<file path="src/rtl/seg_addr_pkg.sv">
// Package: shared widths and code values for the segmented address generator.
// Assumes a 16-bit offset space and a shift of four for segment values.
package seg_addr_pkg;
    localparam int OFS_W     = 16;
    localparam int SEG_SHIFT = 4;
    localparam int PHYS_W    = OFS_W + SEG_SHIFT;
    localparam int LIN_W     = PHYS_W + 1;
    localparam int KIND_W    = 3;
    localparam int SEGID_W   = 3;
    localparam int BASE_W    = 3;
    localparam int IDX_W     = 2;

    typedef enum logic [KIND_W-1:0] {
        K_CODE  = 3'd0,
        K_DATA  = 3'd1,
        K_STACK = 3'd2,
        K_SSRC  = 3'd3,
        K_SDST  = 3'd4
    } kind_e;

    typedef enum logic [SEGID_W-1:0] {
        S_ES = 3'd0,
        S_CS = 3'd1,
        S_SS = 3'd2,
        S_DS = 3'd3,
        S_FS = 3'd4,
        S_GS = 3'd5
    } seg_e;

    localparam logic [BASE_W-1:0] B_NONE = 3'd0;
    localparam logic [BASE_W-1:0] B_BX   = 3'd1;
    localparam logic [BASE_W-1:0] B_BP   = 3'd2;
    localparam logic [BASE_W-1:0] B_SI   = 3'd3;
    localparam logic [BASE_W-1:0] B_DI   = 3'd4;
    localparam logic [BASE_W-1:0] B_SP   = 3'd5;

    localparam logic [IDX_W-1:0] X_SI = 2'd1;
    localparam logic [IDX_W-1:0] X_DI = 2'd2;

    localparam logic [SEGID_W-1:0] SEG_LAST = 3'd5;
endpackage

</file>
<file path="src/rtl/seg_addr_offset.sv">
// Effective offset former: picks the offset source from the reference kind,
// adds base, index and sign-extended displacement with 16-bit wrap, and
// reports whether BP takes part and whether the form is illegal.
// Assumes DISP_W <= OFS_W.
module seg_addr_offset
    import seg_addr_pkg::*;
#(
    parameter int DISP_W = 16
) (
    input  logic [KIND_W-1:0] req_kind,
    input  logic [BASE_W-1:0] base_sel,
    input  logic [IDX_W-1:0]  index_sel,
    input  logic [DISP_W-1:0] disp,
    input  logic [OFS_W-1:0]  reg_bx,
    input  logic [OFS_W-1:0]  reg_bp,
    input  logic [OFS_W-1:0]  reg_si,
    input  logic [OFS_W-1:0]  reg_di,
    input  logic [OFS_W-1:0]  reg_sp,
    input  logic [OFS_W-1:0]  reg_ip,
    output logic [OFS_W-1:0]  offset,
    output logic              uses_bp,
    output logic              illegal
);
    logic [OFS_W-1:0] disp_ext;
    logic [OFS_W-1:0] base_val;
    logic [OFS_W-1:0] idx_val;

    // Sign extension variant chosen by the displacement width.
    generate
        if (DISP_W < OFS_W) begin : g_ext
            assign disp_ext = {{(OFS_W-DISP_W){disp[DISP_W-1]}}, disp};
        end else begin : g_same
            assign disp_ext = disp;
        end
    endgenerate

    // Base register value mux.
    always_comb begin
        case (base_sel)
            B_BX:    base_val = reg_bx;
            B_BP:    base_val = reg_bp;
            B_SI:    base_val = reg_si;
            B_DI:    base_val = reg_di;
            B_SP:    base_val = reg_sp;
            default: base_val = '0;
        endcase
    end

    // Index register value mux.
    always_comb begin
        case (index_sel)
            X_SI:    idx_val = reg_si;
            X_DI:    idx_val = reg_di;
            default: idx_val = '0;
        endcase
    end

    // Offset source by reference kind; sums wrap at 16 bits.
    always_comb begin
        uses_bp = 1'b0;
        illegal = 1'b0;
        case (req_kind)
            K_CODE:  offset = reg_ip;
            K_STACK: offset = reg_sp + disp_ext;
            K_SSRC:  offset = reg_si;
            K_SDST:  offset = reg_di;
            default: begin
                offset  = base_val + idx_val + disp_ext;
                uses_bp = (base_sel == B_BP);
                illegal = (base_sel == B_SP);
            end
        endcase
    end
endmodule

</file>
<file path="src/rtl/seg_addr_segsel.sv">
// Segment chooser: default segment from reference kind and BP use, then an
// optional override for data operands and string sources; outputs the id
// and the 16-bit segment value. Assumes override codes above 5 are ignored.
module seg_addr_segsel
    import seg_addr_pkg::*;
(
    input  logic [KIND_W-1:0]  req_kind,
    input  logic               uses_bp,
    input  logic               ovr_en,
    input  logic [SEGID_W-1:0] ovr_seg,
    input  logic [OFS_W-1:0]   seg_es,
    input  logic [OFS_W-1:0]   seg_cs,
    input  logic [OFS_W-1:0]   seg_ss,
    input  logic [OFS_W-1:0]   seg_ds,
    input  logic [OFS_W-1:0]   seg_fs,
    input  logic [OFS_W-1:0]   seg_gs,
    output logic [SEGID_W-1:0] seg_id,
    output logic [OFS_W-1:0]   seg_val
);
    logic [SEGID_W-1:0] dflt_id;
    logic               ovr_ok;

    // Default segment by reference kind.
    always_comb begin
        case (req_kind)
            K_CODE:  dflt_id = S_CS;
            K_STACK: dflt_id = S_SS;
            K_SSRC:  dflt_id = S_DS;
            K_SDST:  dflt_id = S_ES;
            default: dflt_id = uses_bp ? S_SS : S_DS;
        endcase
    end

    // Override applies only to overridable kinds and legal codes.
    always_comb begin
        ovr_ok = ovr_en && (ovr_seg <= SEG_LAST) &&
                 (req_kind != K_CODE) && (req_kind != K_STACK) &&
                 (req_kind != K_SDST);
        seg_id = ovr_ok ? ovr_seg : dflt_id;
    end

    // Segment value mux.
    always_comb begin
        case (seg_id)
            S_ES:    seg_val = seg_es;
            S_CS:    seg_val = seg_cs;
            S_SS:    seg_val = seg_ss;
            S_FS:    seg_val = seg_fs;
            S_GS:    seg_val = seg_gs;
            default: seg_val = seg_ds;
        endcase
    end
endmodule

</file>
<file path="src/rtl/seg_addr_gen.sv">
// Top: segmented linear address generator. Segment value is wired into bits
// [19:4] of a 21-bit adder; results are registered for one-cycle latency.
// Assumes request fields are stable while req_valid is sampled.
module seg_addr_gen
    import seg_addr_pkg::*;
#(
    parameter int DISP_W = 16
) (
    input  logic               clk,
    input  logic               rst_n,
    input  logic               req_valid,
    input  logic [KIND_W-1:0]  req_kind,
    input  logic [BASE_W-1:0]  base_sel,
    input  logic [IDX_W-1:0]   index_sel,
    input  logic [DISP_W-1:0]  disp,
    input  logic               ovr_en,
    input  logic [SEGID_W-1:0] ovr_seg,
    input  logic [OFS_W-1:0]   seg_es,
    input  logic [OFS_W-1:0]   seg_cs,
    input  logic [OFS_W-1:0]   seg_ss,
    input  logic [OFS_W-1:0]   seg_ds,
    input  logic [OFS_W-1:0]   seg_fs,
    input  logic [OFS_W-1:0]   seg_gs,
    input  logic [OFS_W-1:0]   reg_bx,
    input  logic [OFS_W-1:0]   reg_bp,
    input  logic [OFS_W-1:0]   reg_si,
    input  logic [OFS_W-1:0]   reg_di,
    input  logic [OFS_W-1:0]   reg_sp,
    input  logic [OFS_W-1:0]   reg_ip,
    output logic               out_valid,
    output logic [SEGID_W-1:0] out_seg_id,
    output logic [OFS_W-1:0]   out_offset,
    output logic [LIN_W-1:0]   out_lin,
    output logic [PHYS_W-1:0]  out_phys,
    output logic               out_illegal
);
    logic [OFS_W-1:0]   eff_ofs;
    logic               uses_bp;
    logic               illegal;
    logic [SEGID_W-1:0] seg_id;
    logic [OFS_W-1:0]   seg_val;
    logic [LIN_W-1:0]   lin_sum;

    seg_addr_offset #(.DISP_W(DISP_W)) u_ofs (
        .req_kind  (req_kind),
        .base_sel  (base_sel),
        .index_sel (index_sel),
        .disp      (disp),
        .reg_bx    (reg_bx),
        .reg_bp    (reg_bp),
        .reg_si    (reg_si),
        .reg_di    (reg_di),
        .reg_sp    (reg_sp),
        .reg_ip    (reg_ip),
        .offset    (eff_ofs),
        .uses_bp   (uses_bp),
        .illegal   (illegal)
    );

    seg_addr_segsel u_seg (
        .req_kind (req_kind),
        .uses_bp  (uses_bp),
        .ovr_en   (ovr_en),
        .ovr_seg  (ovr_seg),
        .seg_es   (seg_es),
        .seg_cs   (seg_cs),
        .seg_ss   (seg_ss),
        .seg_ds   (seg_ds),
        .seg_fs   (seg_fs),
        .seg_gs   (seg_gs),
        .seg_id   (seg_id),
        .seg_val  (seg_val)
    );

    // Wide adder: the shift of the segment is only wiring.
    always_comb begin
        lin_sum = {1'b0, seg_val, {SEG_SHIFT{1'b0}}} +
                  {{(LIN_W-OFS_W){1'b0}}, eff_ofs};
    end

    // Output registers: valid every cycle, data captured on request.
    always_ff @(posedge clk) begin
        if (!rst_n) begin
            out_valid   <= 1'b0;
            out_seg_id  <= '0;
            out_offset  <= '0;
            out_lin     <= '0;
            out_phys    <= '0;
            out_illegal <= 1'b0;
        end else begin
            out_valid <= req_valid;
            if (req_valid) begin
                out_seg_id  <= seg_id;
                out_offset  <= eff_ofs;
                out_lin     <= lin_sum;
                out_phys    <= lin_sum[PHYS_W-1:0];
                out_illegal <= illegal;
            end
        end
    end
endmodule

</file>
<file path="config.mk">
export PLATFORM = sky130hd
export DESIGN_NAME = seg_addr_gen
export DESIGN_NICKNAME = d
export VERILOG_FILES = /design/src/rtl/seg_addr_pkg.sv /design/src/rtl/seg_addr_offset.sv /design/src/rtl/seg_addr_segsel.sv /design/src/rtl/seg_addr_gen.sv
export SDC_FILE = /design/constraint.sdc
export NUM_CORES = 1
export LEC_CHECK = 0
export ABC_AREA = 1
export BUFFER_PORTS_ARGS = -buffer_cell sky130_fd_sc_hd__clkbuf_2
export CAP_MARGIN = 0
export CORE_MARGIN = 2
export CORE_UTILIZATION = 25
export CTS_BUF_LIST = sky130_fd_sc_hd__clkbuf_4 sky130_fd_sc_hd__clkbuf_8 sky130_fd_sc_hd__clkbuf_16
export DETAILED_ROUTE_END_ITERATION = 8
export PLACE_DENSITY = 0.54
export SLEW_MARGIN = 30
export SYNTH_ARGS = -nofsm -noshare
export SYNTH_HDL_FRONTEND = slang
export SYNTH_HIERARCHICAL = 1
export SYNTH_SLANG_ARGS = --single-unit
export TNS_END_PERCENT = 30
</file>
<file path="constraint.sdc">
create_clock -name clk -period 5.5 [get_ports clk]
set_clock_uncertainty 0.15 [all_clocks]
set_input_delay 1.1 -clock clk [delete_from_list [all_inputs] [get_ports clk]]
set_output_delay 1.1 -clock clk [all_outputs]
set_load 0.1 [all_outputs]
</file>
==> impl_metrics.env, run 1 <==
export IMPL_status="finished clean"
export IMPL_switching_share_pct=57.7
export IMPL_die_w_um=170
export IMPL_tns_ns=0
export IMPL_cpMostUsedCell="nand2_1"
export IMPL_grt_max_degree=50
export IMPL_slowest_delay_ns=0.51
export IMPL_hp_start="out_offset[5]$_SDFFE_PN0P_"
export IMPL_cts_tree="yes"
export IMPL_clkLatencyLatePin_ns=0.28
export IMPL_setup_viol=0
export IMPL_crit_path_top_delay_cell="fa_1"
export IMPL_final_area_sq_um=8910
export IMPL_dp_hpwl_um=25600
export IMPL_coreArea_sq_um=27000
export IMPL_worst_pin_slew_ns=0.718
export IMPL_ys_warn_count=6
export IMPL_drc=0
export IMPL_routed_wl_um=29700
export IMPL_clkPwrFrac_pct=13.6
export IMPL_diodes=0
export IMPL_floorplan_die_area_sq_um=29000
export IMPL_hold_viol=0
export IMPL_min_period_ns=5.14
export IMPL_ir_drop_mv=0.211
export IMPL_cts_sinks=38
export IMPL_critPathBufInv=6
export IMPL_synth_edf_count=0
export IMPL_post_cts_resize_count=0
export IMPL_pwr_share_seq_pct=13.7
export IMPL_drt_iter0_drc=552
export IMPL_critical_path_class="input pin to flip-flop"
export IMPL_yosysUniqueCellTypes=48
export IMPL_cts_root_buf="clkbuf_16"
export IMPL_gr_total_overflow=0
export IMPL_place_gp_congestion=0.961
export IMPL_r2r_setup_slack_ns=4.61
export IMPL_avgSynthCellArea_sq_um=5.68
export IMPL_relSlewSlack_pct=52.0
export IMPL_initial_core_util_pct=25.6
export IMPL_drtAntennaViolNets=0
export IMPL_seq_area_frac_synth_pct=11.0
export IMPL_whs_endpoint="out_offset[5]$_SDFFE_PN0P_"
export IMPL_critPathLaunch="base_sel[2]"
export IMPL_p_int_w=0.00106
export IMPL_final_cell_mix="288 x nand2_1, 284 x clkbuf_2, 204 x inv_1"
export IMPL_place_ws_ns=-0.0253
export IMPL_worstPathMaxFanout=11
export IMPL_finalNetCount=1776
export IMPL_io_buffers=284
export IMPL_utilization_pct=33.0
export IMPL_rsz0062_at_grt="no"
export IMPL_powerDensity_nw_per_um2=282
export IMPL_critPathArrivalTime_ns=5.18
export IMPL_comb_power_share_pct=72.7
export IMPL_timing_rr_start="out_lin[8]$_SDFFE_PN0P_"
export IMPL_timing_fmax_ghz=0.195
export IMPL_die_y_um=170
export IMPL_leakage_nw=5.23
export IMPL_grt_pass1_vias=8290
export IMPL_cap_viol_max_count=0
export IMPL_clkTransAtPathRegs_ns=0.06
export IMPL_dr_total_vias=8585
export IMPL_reg2regPathDepth=4
export IMPL_hold_path_class="flip-flop to flip-flop"
export IMPL_ctsHoldBuffers=0
export IMPL_switchingPower_w=0.00145
export IMPL_hold_path_depth=2
export IMPL_critPathTopFamily="simple AND/OR/NAND/NOR gates"
export IMPL_synthToLayoutAreaGrowth_pct=28.8
export IMPL_grt_pass1_wl_um=45800
export IMPL_cts_buffers=5
export IMPL_grtUsageTotal_pct=20.2
export IMPL_postCtsSetupBuffers=0
export IMPL_endpoint_kind="flip-flop"
export IMPL_cp_required_ns=5.54
export IMPL_io_pins=285
export IMPL_synth_fp_nets=1502
export IMPL_maxSlewViolCount=0
export IMPL_syn_inst=1218
export IMPL_htree_levels=2
export IMPL_placed_cell_area_sq_um=8700
export IMPL_ys_ff_latch=38
export IMPL_p_total_w=0.00251
export IMPL_final_setup_worst_slack_ns=0.360
export IMPL_layout_drive_gt1_share_pct=26.5
export IMPL_wl_per_cell_um=16.2
export IMPL_vias_per_cell=4.68
export IMPL_mostFrequentLayoutCell="nand2_1"
export IMPL_timing_rr_end="out_lin[8]$_SDFFE_PN0P_"
export IMPL_drt_first_pass_iters=5
export IMPL_core_rowCount=60
export IMPL_antenna_found_initial=0
export IMPL_startpoint_type="input pin"
export IMPL_clock_path_buffers=2
export IMPL_ys_flop_type="dfxtp_1"
export IMPL_synth_area_sq_um=6920
export IMPL_fin_crit_sh_pct=93.4
export IMPL_synth_async_sr_flop_share_pct=0
## cell families (layout without fill, tap and decap cells)
group | Yosys count | in the layout | share of synthesized area, %
AO/OA/AOI/OAI | 168 | 168 | 15.3
XOR/XNOR | 10 | 10 | 1.27
adder cells (fa/ha/maj) | 61 | 61 | 13.0
buffers and inverters | 272 | 547 | 17.2
flip-flops | 38 | 38 | 11.0
AND/OR/NAND/NOR | 669 | 669 | 42.3
## cell usage after synthesis, types with 2 or more instances
cell,number,area (sq um)
a221oi_1,13,114
or2_0,2,12.5
o21ai_1,20,100
nand3_2,3,30.0
clkbuf_1,12,45.0
xnor2_1,4,35.0
o21a_1,2,15.0
ha_1,43,538
fa_1,18,360
dfxtp_1,38,761
nand2_1,288,1080
o21bai_1,2,15.0
nor2_2,12,75.1
nor3_1,4,20.0
and2_1,4,25.0
nand2_4,4,45.0
nor2_1,190,713
buf_2,11,55.1
buf_4,29,218
nor3_2,2,20.0
clkinv_1,2,7.51
nand3_1,124,621
or2_1,2,12.5
o22ai_1,19,119
a221oi_2,10,150
a21oi_1,52,260
o211ai_1,3,22.5
o21ai_0,41,205
nand3b_1,9,67.6
nand2_2,6,37.5
xor2_1,6,52.6
nand4_1,12,75.1
inv_1,204,766
buf_6,6,67.6
inv_2,8,30.0
## layout make-up
cell class	instances	area, sq um
timing repair buffer	325	1740
sequential	38	761
multi-input combinational	908	5010
inverter	214	803
clock buffer	5	125
fill	3062	18100
tap	341	427
clock inverter	3	45.0
## sequential cells by signal, summed over array words and instances (netlist names)
signal / count
out_valid: 1
out_lin: 17
out_illegal: 1
out_offset: 16
out_seg_id: 3
## worst max-delay path by stage
stage / to / slack [ns] / cells past startpoint
2_1_floorplan: out_lin[16]$_SDFFE_PN0P_ / 0.51 / 31
3_3_place_gp: out_lin[19]$_SDFFE_PN0P_ / -0.02 / 26
3_5_place_dp: out_lin[16]$_SDFFE_PN0P_ / -0.03 / 31
4_1_cts: out_lin[16]$_SDFFE_PN0P_ / 0.25 / 31
5_1_grt: out_lin[15]$_SDFFE_PN0P_ / 0.009 / 29
6_report: out_lin[19]$_SDFFE_PN0P_ / 0.36 / 29
## layer usage
| metal | wire, um | up-vias | global-route usage, % |
|---|---|---|---|
| li1 | - | 4413 | - |
| met1 | 13700 | 3856 | 27.7 |
| met2 | 13800 | 288 | 34.3 |
| met3 | 1690 | 28 | 2.16 |
| met5 | 0 | - | 0 |
| met4 | 519 | 0 | 4.27 |
## power groups by stage
stage | clock network (W) | registers [W] | logic [W]
6_report | 0.000342 | 0.000345 | 0.00183
2_1_floorplan | 0 | 0.000621 | 0.00105
3_5_place_dp | 0 | 0.000352 | 0.00180
3_3_place_gp | 0 | 0.000350 | 0.00180
4_1_cts | 0.000354 | 0.000346 | 0.00181
5_1_grt | 0.000366 | 0.000352 | 0.00200
## metrics by stage
step	hold slack (ns)	cells
4_1_cts	0.352	1834
3_5_place_dp	0.331	1826
5_1_grt	0.373	1834
3_3_place_gp	0.329	1826
2_1_floorplan	0.782	1218
6_report	0.346	1834
## worst min-delay path, delay by kind of cell (launching register included)
kind               cells  cell delay (ns)
AOI/OAI and AO/OA      1             0.07
DFF                    1             0.32
and+or+nand+nor        1             0.07
Note: power is estimated with default switching activity, not from simulation.
==> run 2, diff against run 1 <==
Clock period 5.5 ns to 5.6 ns, I/O delays scaled along.
==> impl_metrics.env, run 2 (synthesized netlist as in run 1, its figures left out) <==
export IMPL_grt_pass1_wl_um=45300
export IMPL_routed_wl_um=29500
export IMPL_r2r_setup_slack_ns=4.71
export IMPL_clkTransAtPathRegs_ns=0.07
export IMPL_dr_total_vias=8464
export IMPL_p_int_w=0.00107
export IMPL_diodes=0
export IMPL_timing_rr_end="out_lin[6]$_SDFFE_PN0P_"
export IMPL_final_cell_mix="287 x nand2_1, 284 x clkbuf_2, 204 x inv_1"
export IMPL_hp_start="out_offset[15]$_SDFFE_PN0P_"
export IMPL_floorplan_die_area_sq_um=29000
export IMPL_grt_max_degree=49
export IMPL_switchingPower_w=0.00143
export IMPL_grt_pass1_vias=8194
export IMPL_cts_tree="yes"
export IMPL_vias_per_cell=4.65
export IMPL_comb_power_share_pct=70.7
export IMPL_cp_required_ns=5.64
export IMPL_postCtsSetupBuffers=0
export IMPL_layout_drive_gt1_share_pct=25.9
export IMPL_drc=0
export IMPL_timing_rr_start="out_lin[6]$_SDFFE_PN0P_"
export IMPL_leakage_nw=5.20
export IMPL_endpoint_kind="flip-flop"
export IMPL_htree_levels=2
export IMPL_startpoint_type="input pin"
export IMPL_relSlewSlack_pct=50.9
export IMPL_largest_reg_flops=17
export IMPL_min_period_ns=5.24
export IMPL_reg2regPathDepth=4
export IMPL_synthToLayoutAreaGrowth_pct=28.8
export IMPL_die_y_um=170
export IMPL_hold_slack_ns=0.352
export IMPL_ir_drop_mv=0.252
export IMPL_grtUsageTotal_pct=20.0
export IMPL_hold_path_depth=2
export IMPL_critPathArrivalTime_ns=5.28
export IMPL_wl_per_cell_um=16.2
export IMPL_die_w_um=170
export IMPL_finalNetCount=1763
export IMPL_worst_pin_slew_ns=0.735
export IMPL_clkPwrFrac_pct=15.7
export IMPL_fin_crit_sh_pct=93.5
export IMPL_cts_root_buf="clkbuf_16"
export IMPL_drt_first_pass_iters=5
export IMPL_io_buffers=284
export IMPL_post_cts_resize_count=0
export IMPL_rsz0062_at_grt="yes"
export IMPL_critical_path_class="input pin to flip-flop"
export IMPL_clock_path_buffers=2
export IMPL_hold_viol=0
export IMPL_timing_fmax_ghz=0.191
export IMPL_status="finished clean"
export IMPL_clkLatencyLatePin_ns=0.29
export IMPL_core_rowCount=60
export IMPL_worstPathMaxFanout=5
export IMPL_largest_register="out_lin"
export IMPL_antenna_found_initial=0
export IMPL_coreArea_sq_um=27000
export IMPL_switching_share_pct=57.3
export IMPL_powerDensity_nw_per_um2=281
export IMPL_drt_iter0_drc=530
export IMPL_io_pins=285
export IMPL_ctsHoldBuffers=0
export IMPL_cap_viol_max_count=0
export IMPL_mostFrequentLayoutCell="nand2_1"
export IMPL_initial_core_util_pct=25.6
export IMPL_setup_viol=0
export IMPL_tns_ns=0
export IMPL_cts_buffers=5
export IMPL_hold_path_class="flip-flop to flip-flop"
export IMPL_gr_total_overflow=0
export IMPL_p_total_w=0.00250
export IMPL_cts_sinks=38
export IMPL_pwr_share_seq_pct=13.6
export IMPL_reg_largest_list="out_lin (17), out_offset (16), out_seg_id (3)"
export IMPL_whs_endpoint="out_offset[15]$_SDFFE_PN0P_"
export IMPL_maxSlewViolCount=0
export IMPL_place_gp_congestion=0.962
export IMPL_dp_hpwl_um=25500
export IMPL_drtAntennaViolNets=0
==> run 2: power by group through the flow <==
stage          Clock, W  Sequential, W  Combinational (W)
2_1_floorplan         0       0.000610            0.00103
3_3_place_gp          0       0.000345            0.00174
3_5_place_dp          0       0.000346            0.00174
4_1_cts        0.000400       0.000340            0.00174
5_1_grt        0.000415       0.000346            0.00194
6_report       0.000393       0.000340            0.00177
==> run 2: metal layers <==
metal / share of wire [%] / wire length (um) / GRT usage, %
met3: 5.4 / 1590 / 2.16
met1: 47 / 13800 / 27.6
met4: 2.3 / 670 / 4.98
met2: 45 / 13400 / 33.2
met5: 0 / 0 / 0
==> run 2: layout make-up <==
type                       count  area (sq um)
clock buffer                   5           125
inverter                     214           803
sequential                    38           761
timing repair buffer         312          1690
tap                          341           427
multi-input combinational    908          5030
fill                        3063         18100
clock inverter                 3          68.8
==> run 2: critical path: stages <==
cell and delay (ns):
clkbuf_2 0.12, buf_4 0.15, nand2_1 0.16, o22ai_1 0.09, a221oi_1 0.22, o21ai_0 0.18, fa_1 0.54, ha_1 0.19
inv_1 0.06, fa_1 0.39, inv_1 0.10, nand3_1 0.08, nand3_2 0.13, and2_1 0.16, o21ai_0 0.08, nand3b_1 0.10
nand3_1 0.21, ha_4 0.33, nand2_1 0.09, inv_1 0.06, a21oi_1 0.18, nand2_1 0.14, nand2_1 0.10, nand2_1 0.06
nand2_1 0.06, nand3_1 0.06, nand2_1 0.09, inv_1 0.03
==> run 2: how the worst max path moves through the flow <==
stage	from	end	cells after the start
global route	base_sel[1]	out_lin[19]$_SDFFE_PN0P_	28
finish	base_sel[2]	out_lin[15]$_SDFFE_PN0P_	28
CTS	base_sel[2]	out_lin[19]$_SDFFE_PN0P_	28
floorplan	base_sel[2]	out_lin[16]$_SDFFE_PN0P_	31
detailed placement	base_sel[2]	out_lin[19]$_SDFFE_PN0P_	28
global placement	base_sel[2]	out_lin[19]$_SDFFE_PN0P_	28
==> run 2: metrics by stage <==
stage	cells	util (%)	worst slack, ns	cell area [sq um]
after global placement	1813	32.0	-0.0354	8650
after floorplan	1218	-	0.585	6920
after global routing	1821	33.0	-0.00821	8910
final	1821	33.0	0.362	8910
after CTS	1821	32.7	0.221	8850
after detailed placement	1813	32.0	-0.0824	8650
==> run 3, diff against run 2 <==
Settings changed: CORE_MARGIN 2 to not set, CORE_UTILIZATION 25 to 30, PLACE_DENSITY 0.54 to 0.61.
Clock period 5.6 ns to 6.7 ns, I/O delays scaled along.
==> impl_metrics.env, run 3 (synthesized netlist as in run 1, its figures left out) <==
export IMPL_cpMostUsedCell="nand2_1"
export IMPL_initial_core_util_pct=30.5
export IMPL_ir_drop_mv=0.263
export IMPL_floorplan_die_area_sq_um=23700
export IMPL_grt_pass1_wl_um=41900
export IMPL_reg_largest_list="out_lin (17), out_offset (16), out_seg_id (3)"
export IMPL_io_buffers=284
export IMPL_grtUsageTotal_pct=22.5
export IMPL_utilization_pct=37.7
export IMPL_wl_per_cell_um=15.6
export IMPL_critical_path_class="input pin to flip-flop"
export IMPL_gr_total_overflow=0
export IMPL_worstPathMaxFanout=11
export IMPL_use_met2_pct=37.9
export IMPL_drt_first_pass_iters=6
export IMPL_critPathArrivalTime_ns=5.82
export IMPL_clkLatencyLatePin_ns=0.28
export IMPL_cts_tree="yes"
export IMPL_io_pins=285
export IMPL_ctsHoldBuffers=0
export IMPL_dp_hpwl_um=23200
export IMPL_final_cell_mix="288 x nand2_1, 284 x clkbuf_2, 204 x inv_1"
export IMPL_min_period_ns=5.78
export IMPL_vias_per_cell=4.92
export IMPL_cts_sinks=38
export IMPL_drt_iter0_drc=607
export IMPL_grt_pass1_vias=7934
export IMPL_endpoint_kind="flip-flop"
export IMPL_clock_path_buffers=2
export IMPL_postCtsSetupBuffers=0
export IMPL_post_cts_resize_count=0
export IMPL_grt_busiest_layer="met2"
export IMPL_dr_total_vias=8568
export IMPL_largest_register="out_lin"
export IMPL_slowest_delay_ns=0.53
export IMPL_crit_path_top_delay_cell="fa_1"
export IMPL_drc=0
export IMPL_cap_viol_max_count=0
export IMPL_finalNetCount=1741
export IMPL_die_w_um=154
export IMPL_worst_pin_slew_ns=0.802
export IMPL_maxSlewViolCount=0
export IMPL_relSlewSlack_pct=46.2
export IMPL_leakage_nw=5.06
export IMPL_core_rowCount=55
export IMPL_fin_crit_sh_pct=86.3
export IMPL_timing_fmax_ghz=0.173
export IMPL_grt_max_degree=50
export IMPL_largest_reg_flops=17
export IMPL_use_met3_pct=2.40
export IMPL_coreArea_sq_um=22600
export IMPL_antenna_found_initial=0
export IMPL_htree_levels=2
export IMPL_mostFrequentLayoutCell="nand2_1"
export IMPL_powerDensity_nw_per_um2=231
export IMPL_multi_input_area_sq_um=4970
export IMPL_register_area_sq_um=761
export IMPL_fill_cells=2539
export IMPL_clkTransAtPathRegs_ns=0.06
export IMPL_routed_wl_um=27200
export IMPL_startpoint_type="input pin"
export IMPL_cts_buffers=5
export IMPL_cp_required_ns=6.74
export IMPL_die_y_um=154
export IMPL_cts_root_buf="clkbuf_16"
export IMPL_setup_viol=0
export IMPL_place_gp_congestion=0.957
export IMPL_hold_path_class="flip-flop to flip-flop"
export IMPL_drtAntennaViolNets=0
export IMPL_status="finished clean"
export IMPL_met1_usage_pct=30.1
export IMPL_hold_viol=0
export IMPL_rsz0062_at_grt="no"
export IMPL_p_total_w=0.00197
export IMPL_diodes=0
export IMPL_synthToLayoutAreaGrowth_pct=23.3
export IMPL_tns_ns=0
export IMPL_layout_drive_gt1_share_pct=24.2
==> run 3: cell count changes in the layout (fill, tap and decap cells not counted), moves of 2 or more <==
cell	delta
buf_12	-5
ha_2	-2
ha_1	+5
clkinvlp_4	+2
ha_4	-3
buf_4	-17
==> run 3: cell type report <==
class | count | area share, %
multi-input combinational | 908 | 58.3
timing repair buffer | 290 | 17.2
inverter | 214 | 9.42
sequential | 38 | 8.92
tap | 285 | 4.18
clock buffer | 5 | 1.47
clock inverter | 3 | 0.528
==> run 3: final timing paths <==
path | startpoint | to | slack [ns] | depth (start not counted)
worst max-delay path | base_sel[1] | out_lin[16]$_SDFFE_PN0P_ | 0.92 | 31
worst min-delay path | out_lin[20]$_SDFFE_PN0P_ | out_lin[20]$_SDFFE_PN0P_ | 0.34 | 2
worst max register to register | out_lin[7]$_SDFFE_PN0P_ | out_lin[7]$_SDFFE_PN0P_ | 5.76 | 4
worst min register to register | out_lin[20]$_SDFFE_PN0P_ | out_lin[20]$_SDFFE_PN0P_ | 0.34 | 2
==> run 3: metrics by stage <==
stage / cell area [sq um] / instances / setup WS (ns) / hold slack [ns]
finish: 8530 / 1743 / 0.917 / 0.337
global route: 8530 / 1743 / 0.386 / 0.367
floorplan: 6920 / 1218 / 1.47 / 0.782
detailed placement: 8350 / 1735 / 0.667 / 0.331
global placement: 8350 / 1735 / 0.760 / 0.324
CTS: 8520 / 1743 / 0.957 / 0.341
==> run 3: metal layers <==
| layer | part of all wire (%) | routed length (um) | vias up |
|---|---|---|---|
| met4 | 2.5 | 668 | 0 |
| li1 | - | - | 4340 |
| met3 | 5.8 | 1580 | 46 |
| met5 | 0 | 0 | - |
| met1 | 45 | 12300 | 3858 |
| met2 | 47 | 12700 | 324 |
==> run 3: worst max-delay path: cells and delay by family <==
family,cells,cell delay (ns)
and+or+nand+nor,17,1.69
AOI/OAI and AO/OA,4,0.78
buffers and inverters,6,0.48
adders and majority gates,4,1.52
==> run 3: report_power, final <==
part / switching (W) / internal [W]
Sequential: 0.0000259 / 0.000258
Clock: 0.000102 / 0.000176
Combinational: 0.00103 / 0.000381
